`config.mk`:
```
export PLATFORM = sky130hd
export DESIGN_NAME = nibadd_top
export DESIGN_NICKNAME = d
export VERILOG_FILES = /design/src/rtl/nibadd_pkg.sv /design/src/rtl/gr_pointer.sv /design/src/rtl/nib_adder.sv /design/src/rtl/zc_flags.sv /design/src/rtl/nibadd_top.sv
export SDC_FILE = /design/constraint.sdc
export NUM_CORES = 1
export LEC_CHECK = 0
export CAP_MARGIN = 20
export CORE_ASPECT_RATIO = 1.25
export CORE_UTILIZATION = 37
export DETAILED_ROUTE_END_ITERATION = 10
export PLACE_DENSITY = 0.74
export SYNTH_ARGS = -nofsm -noshare
export SYNTH_HDL_FRONTEND = slang
export SYNTH_SLANG_ARGS = --single-unit
```
`constraint.sdc`:
```
create_clock -name clk -period 2.9 [get_ports clk]
set_input_delay 0.725 -clock clk [delete_from_list [all_inputs] [get_ports clk]]
set_output_delay 0.725 -clock clk [all_outputs]
set_load 0.005 [all_outputs]
```
`src/rtl/nibadd_pkg.sv`:
```
package nibadd_pkg;
  typedef enum logic {MODE_BIN = 1'b0, MODE_DEC = 1'b1} add_mode_e;
  localparam int DEC_LIMIT = 9;
  localparam int DEC_BASE  = 10;
endpackage

```
`src/rtl/gr_pointer.sv`:
```
module gr_pointer #(
  parameter int PTR_W = 4,
  localparam int ROW_W = PTR_W - 1
) (
  input  logic             clk,
  input  logic             rst,
  input  logic             hi_we,
  input  logic             lo_we,
  input  logic [PTR_W-1:0] wdata,
  output logic [PTR_W-1:0] bank,
  output logic [ROW_W-1:0] row,
  output nibadd_pkg::add_mode_e mode
);
  logic [PTR_W-1:0] hi_q, lo_q;

  always_ff @(posedge clk) begin
    if (rst) begin
      hi_q <= '0;
      lo_q <= '0;
    end else begin
      if (hi_we) hi_q <= wdata;
      if (lo_we) lo_q <= wdata;
    end
  end

  assign bank = hi_q;
  assign row  = lo_q[PTR_W-1:1];
  assign mode = nibadd_pkg::add_mode_e'(lo_q[0]);
endmodule

```
`src/rtl/nib_adder.sv`:
```
module nib_adder #(
  parameter int W      = 4,
  parameter bit DEC_EN = 1'b1
) (
  input  logic [W-1:0] a,
  input  logic [W-1:0] b,
  input  nibadd_pkg::add_mode_e mode,
  output logic [W-1:0] res,
  output logic         cout
);
  localparam int SW = W + 1;
  localparam logic [SW-1:0] LIMIT = SW'(nibadd_pkg::DEC_LIMIT);
  localparam logic [SW-1:0] CORR  = SW'((1 << W) - nibadd_pkg::DEC_BASE);

  logic [SW-1:0] raw;
  assign raw = {1'b0, a} + {1'b0, b};

  generate
    if (DEC_EN) begin : g_dec
      logic          over;
      logic [SW-1:0] fixed;
      assign over  = raw > LIMIT;
      assign fixed = raw + CORR;
      always_comb begin
        if (mode == nibadd_pkg::MODE_DEC) begin
          res  = over ? fixed[W-1:0] : raw[W-1:0];
          cout = over;
        end else begin
          res  = raw[W-1:0];
          cout = raw[W];
        end
      end
    end else begin : g_bin
      logic unused_mode;
      assign unused_mode = mode;
      assign res  = raw[W-1:0];
      assign cout = raw[W];
    end
  endgenerate
endmodule

```
`src/rtl/zc_flags.sv`:
```
module zc_flags #(
  parameter int W = 4
) (
  input  logic         clk,
  input  logic         rst,
  input  logic         upd,
  input  logic [W-1:0] res,
  input  logic         cin,
  input  logic         cmp,
  output logic         carry,
  output logic         zero
);
  logic res_zero;
  assign res_zero = (res == '0);

  always_ff @(posedge clk) begin
    if (rst) begin
      carry <= 1'b0;
      zero  <= 1'b0;
    end else if (upd) begin
      carry <= cin;
      if (!res_zero)  zero <= 1'b0;
      else if (!cmp)  zero <= 1'b1;
    end
  end
endmodule

```
`src/rtl/nibadd_top.sv`:
```
module nibadd_top #(
  parameter int NIB_W  = 4,
  parameter int PTR_W  = 4,
  parameter int OFS_W  = 4,
  parameter bit DEC_EN = 1'b1,
  localparam int ROW_W  = PTR_W - 1,
  localparam int ADDR_W = ROW_W + OFS_W
) (
  input  logic              clk,
  input  logic              rst,
  input  logic              ptr_hi_we,
  input  logic              ptr_lo_we,
  input  logic [PTR_W-1:0]  ptr_wdata,
  input  logic              req_valid,
  output logic              req_ready,
  input  logic [NIB_W-1:0]  req_gr,
  input  logic [NIB_W-1:0]  req_mem,
  input  logic [OFS_W-1:0]  req_ofs,
  input  logic              cmp_mode,
  output logic              wb_valid,
  input  logic              wb_ready,
  output logic [NIB_W-1:0]  wb_data,
  output logic [PTR_W-1:0]  wb_bank,
  output logic [ADDR_W-1:0] wb_addr,
  output logic              carry_flag,
  output logic              zero_flag,
  output logic [PTR_W-1:0]  gr_bank,
  output logic [ADDR_W-1:0] gr_addr,
  output logic              dec_mode
);
  logic [ROW_W-1:0]      row;
  nibadd_pkg::add_mode_e mode;
  logic [NIB_W-1:0]      sum;
  logic                  cout;
  logic                  fire;

  gr_pointer #(.PTR_W(PTR_W)) u_ptr (
    .clk(clk), .rst(rst), .hi_we(ptr_hi_we), .lo_we(ptr_lo_we),
    .wdata(ptr_wdata), .bank(gr_bank), .row(row), .mode(mode)
  );

  nib_adder #(.W(NIB_W), .DEC_EN(DEC_EN)) u_add (
    .a(req_gr), .b(req_mem), .mode(mode), .res(sum), .cout(cout)
  );

  assign req_ready = !wb_valid || wb_ready;
  assign fire      = req_valid && req_ready;
  assign gr_addr   = {row, req_ofs};
  assign dec_mode  = (mode == nibadd_pkg::MODE_DEC);

  zc_flags #(.W(NIB_W)) u_flags (
    .clk(clk), .rst(rst), .upd(fire), .res(sum), .cin(cout),
    .cmp(cmp_mode), .carry(carry_flag), .zero(zero_flag)
  );

  always_ff @(posedge clk) begin
    if (rst) begin
      wb_valid <= 1'b0;
      wb_data  <= '0;
      wb_bank  <= '0;
      wb_addr  <= '0;
    end else if (fire) begin
      wb_valid <= 1'b1;
      wb_data  <= sum;
      wb_bank  <= gr_bank;
      wb_addr  <= gr_addr;
    end else if (wb_ready) begin
      wb_valid <= 1'b0;
    end
  end
endmodule

```
# [Word level (Yosys, flattened, before mapping)]
# Cells that the tools add are included.
[totals] register_bits=26 in_bits=23 out_inout_bits=31 elab_cells=25
[classes] n_addsub=2 n_lt_le_gt_ge=1 eq_ne=1 n_mux=7 n_reduce_logical=6
[ops] operator="$mux 4" count=2
[ops] operator="$add 4x4->5" count=1
[ops] operator="$gt 5x4->1 const B" count=1
[ops] operator="$mux 1" count=5
[ops] operator="$add 4x3->4 const B" count=1
[ops] operator="$logic_not 4->1" count=1
[ops] operator="$ne 2x2->1 const B" count=1
[ops] operator="$reduce_and 2->1" count=1
[ops] operator="$reduce_bool 2->1" count=1
[ops] operator="$logic_and 1x1->1" count=1
[ops] operator="$logic_not 1->1" count=1
[ops] operator="$logic_or 1x1->1" count=1

# [Longest topological paths before layout]
[depth] depth_word=7 depth_mapped=10 ltp_nobuf=10

# [By module]
# A second synthesis with hierarchy kept.
[unflattened] hier_cells=138 area_unflattened_um2=1382.6
[modules_own_cells] module="nibadd_top" n_inst=1 cells_each=78 area_each_um2=777.0 seq_area_each_um2=320.3
[modules_own_cells] module="gr_pointer" n_inst=1 cells_each=27 area_each_um2=284.0 seq_area_each_um2=160.2
[modules_own_cells] module="nib_adder" n_inst=1 cells_each=25 area_each_um2=235.2 seq_area_each_um2=0.0
[modules_own_cells] module="zc_flags" n_inst=1 cells_each=8 area_each_um2=86.3 seq_area_each_um2=40.0

# [Worst setup path after synthesis]
# No wires, ideal clock.
[synth_timing] path_type="in2reg" start="input port req_gr[0]" end="register wb_data[1]" setup_time_ns=0.116 arrival_time_ns=2.731 required_ns=2.784 path_slack_ns=0.053 path_stages=10 n_path_buf=0 path_cell_list="ha_1 -> inv_1 -> fa_1 -> xor2_2 -> ha_1 -> a31o_4 -> o311ai_4 -> nor3b_2 -> o31ai_1 -> nor2b_1"
[synth_via] elab_chain_len=4 word_cells_on_any_way=5 classes_between="add/sub (2); order compare (1); mux (2)"
[synth_lines] item="from (decl)" line_no="nibadd_top.sv:16" source="input logic [NIB_W-1:0] req_gr,"
[synth_lines] item="$add 4x4->5 (*)" line_no="nib_adder.sv:16" source="assign raw = {1'b0, a} + {1'b0, b};"
[synth_lines] item="$add 4x3->4 / $gt 5x4->1 (equally long branches)" line_no="nib_adder.sv:23, nib_adder.sv:22"
[synth_lines] item="$mux 4" line_no="nib_adder.sv:26" source="res = over ? fixed[W-1:0] : raw[W-1:0];"
[synth_lines] item="$mux 4 (*)" line_no="nib_adder.sv:25" source="if (mode == nibadd_pkg::MODE_DEC) begin"
[synth_lines] item="to (signal assigned)" line_no="nibadd_top.sv:64" source="wb_data <= sum;"
[synth_lines] item="to (decl)" line_no="nibadd_top.sv:22" source="output logic [NIB_W-1:0] wb_data,"
# Every way passes the cells marked *; elsewhere a longest branch is shown, timed or not.
# A chain may end at the register's enable or synchronous reset.

# [Final worst setup path]
# Ends and elaborated chain as after synthesis.

==> results.yml <==
finish:
  final_cell_mix: "49 x clkdlybuf4s50_1, 27 x nand2_1, 26 x dfxtp_1, 16 x a21oi_1, 13 x nor2_1"
  diodes: 0
  area_delta_synth_final_pct: 54.9
  stdcell_area_mm2: 0.00194
  final_nets: 231
  final_common_cell: "clkdlybuf4s50_1"
  drive_gt1_share_pct: 16.9
  fillerInstances: 290
  fin_util_pct: 60.2
  seq_area_um2: 520
  multiInputGateArea_um2: 681
timing:
  finalSetupViolCount: 0
  timing.fmax_mhz: 365
  fin_crit_sh_pct: 94.4
  slew_headroom_pct: 64.8
  final_max_slew_viol_count: 0
  fin_crit_ns: 2.74
  finClkSkew_ns: 0.00151
  finalHoldViolations: 0
  rsz0062_at_grt: "no"
  finalSetupTns_ns: 0
  timing_worst_slew_pin_value_ns: 0.527
drt:
  vias_per_cell: 4.90
  first_pass_iters: 4
  drc_errors: 0
  first_iter_violations: 16
  ant_nets: 0
  vias: 1166
  drt-total-wl_mm: 3.16
  wl_per_cell_um: 13.3
power:
  power_w: 0.000883
  p_leak_nw: 0.790
  irDropWorstVdd_mv: 0.399
  p_per_area_mw_per_mm2: 455
synth:
  ys.warnings.count: 0
  synthCells: 145
  ys_seq_area_share_pct: 41.6
  synth_seq_cells: 26
  yosysUniqueCellTypes: 34
  netlist_area_mm2: 0.00125
  syn_nets: 174
  synth_area_per_cell_um2: 8.64
placement:
  port_buffers: 53
  hpwlAfterDp_mm: 2.47
  placed_area_mm2: 0.00185
  gp_congestion: 0.749
floorplan:
  num_io_pins: 54
  die_w_um: 54.0
  fp.dieH_um: 67.1
  start_util_pct: 38.9
  core_mm2: 0.00322
  fp-row-count: 23
  dieArea_mm2: 0.00362
clocking:
  cts_root_buffer: "clkbuf_8"
  cts_buffers: 3
  clk_pin_slew_worst_paths_ns: 0.09
  cts_hold_buffers: 0
  cts_tree: "built"
  htreeDepth: 1
  clock_sinks: 26
  cts_buffer_depth: 2
  clk-insertion-delay-late_ns: 0.27
worst_setup_path:
  start_kind: "input pin"
  path_class: "input pin to register"
  cp.arrival_ns: 2.89
  cp.required_ns: 3.05
  crit_fanout: 3
  endpoint_kind: "register"
global_route:
  first_global_vias: 1142
  grt_start_max_net_pins: 17
  grt_usage_pct: 18.9
  grt_pass1_wl_mm: 5.06
  gr-total-overflow: 0
  antenna_found_initial: 0
hold_path:
  hold_path.class: "register to register"
run:
  drv_cap: 0
status:
  status: "completed"
[per-stage QoR]
stage / setup slack [ns] / std cells / hold WS, ns
after floorplan: 0.0529 / 145 / 0.453
after global placement: -0.432 / 234 / 0.443
after detailed placement: -0.561 / 234 / 0.450
after CTS: 0.0222 / 238 / 0.462
after global routing: 0.0558 / 238 / 0.484
final: 0.161 / 238 / 0.456
[logic make-up after synthesis]
group | synth area share [%]
muxes | 6.39
xor gates and xnor gates | 1.30
buffers and inverters | 7.29
AOI/OAI and AO/OA | 17.7
adders and majority gates | 6.59
DFF | 41.6
and+or+nand+nor | 19.2
[final timing paths]
kind | startpoint | end | slack (ns) | cells after the start
max | req_gr[0] | wb_data[1]$_SDFFE_PP0P_ | 0.16 | 11
min reg2reg | wb_addr[0]$_SDFFE_PP0P_ | wb_addr[0]$_SDFFE_PP0P_ | 0.46 | 2
max reg2reg | u_ptr.lo_q[0]$_SDFFE_PP0P_ | u_flags.zero$_SDFFE_PP0P_ | 1.50 | 5
min | wb_addr[0]$_SDFFE_PP0P_ | wb_addr[0]$_SDFFE_PP0P_ | 0.46 | 2
[flip-flops by register name (all words and copies together), names as in the netlist]
signal and flops:
u_ptr.lo_q 4, u_flags.carry 1, u_ptr.bank 4, wb_data 4, wb_addr 7, wb_valid 1, u_flags.zero 1, wb_bank 4
[critical path, cell delays in order]
cell      delay [ns]
clkbuf_2        0.08
ha_2            0.18
inv_2           0.04
fa_2            0.41
xor2_2          0.20
ha_2            0.20
a31o_4          0.22
o311ai_4        0.33
nor3b_4         0.25
o31ai_1         0.09
nor2b_2         0.16
[cells in the mapped netlist (all sizes together)]
cell type | number | area (um2)
nand2 | 27 | 101
dfxtp | 26 | 521
a21oi | 16 | 80.1
nor2 | 13 | 48.8
inv | 8 | 30.0
mux2i | 8 | 80.1
clkbuf | 7 | 26.3
buf | 5 | 35.0
ha | 5 | 62.6
nor3 | 4 | 20.0
a311oi | 2 | 17.5
nand3 | 2 | 10.0
o21ai | 2 | 13.8
o31ai | 2 | 15.0
a211oi | 1 | 7.51
a21boi | 1 | 11.3
a21o | 1 | 8.76
a31o | 1 | 17.5
and2 | 1 | 6.26
and2b | 1 | 8.76
and3 | 1 | 6.26
fa | 1 | 20.0
nand2b | 1 | 6.26
nand3b | 1 | 7.51
nor2b | 1 | 6.26
nor3b | 1 | 12.5
o21a | 1 | 7.51
o21bai | 1 | 7.51
o221ai | 1 | 8.76
o311ai | 1 | 26.3
or3 | 1 | 6.26
xor2 | 1 | 16.3
[area by class of cell]
class	instances	area share [%]
sequential	26	26.8
tap	37	2.39
multi-input combinational	99	35.1
inverter	8	1.55
clock buffer	4	2.84
timing repair buffer	64	31.3
[power by group]
group | leakage (nW) | internal (W) | switching, W
Sequential | 0.214 | 0.000378 | 0.0000139
Combinational | 0.548 | 0.000150 | 0.000107
Clock | 0.0288 | 0.000121 | 0.000112
Total | 0.790 | 0.000650 | 0.000233
[what timing repair did]
item,CTS,global route
setup endpoints to repair,4,2
resized for setup,8,10
buffers inserted,0,0
pin swaps,8,6
[metal layers]
metal | global-route usage (%) | share of wire, % | vias up
met3 | 2.74 | 3.8 | 5
met2 | 35.5 | 56 | 30
met4 | 4.81 | 1.0 | 0
met5 | 0 | 0 | -
met1 | 21.3 | 39 | 538
li1 | - | - | 593
Note: power is estimated with default switching activity, not from simulation.
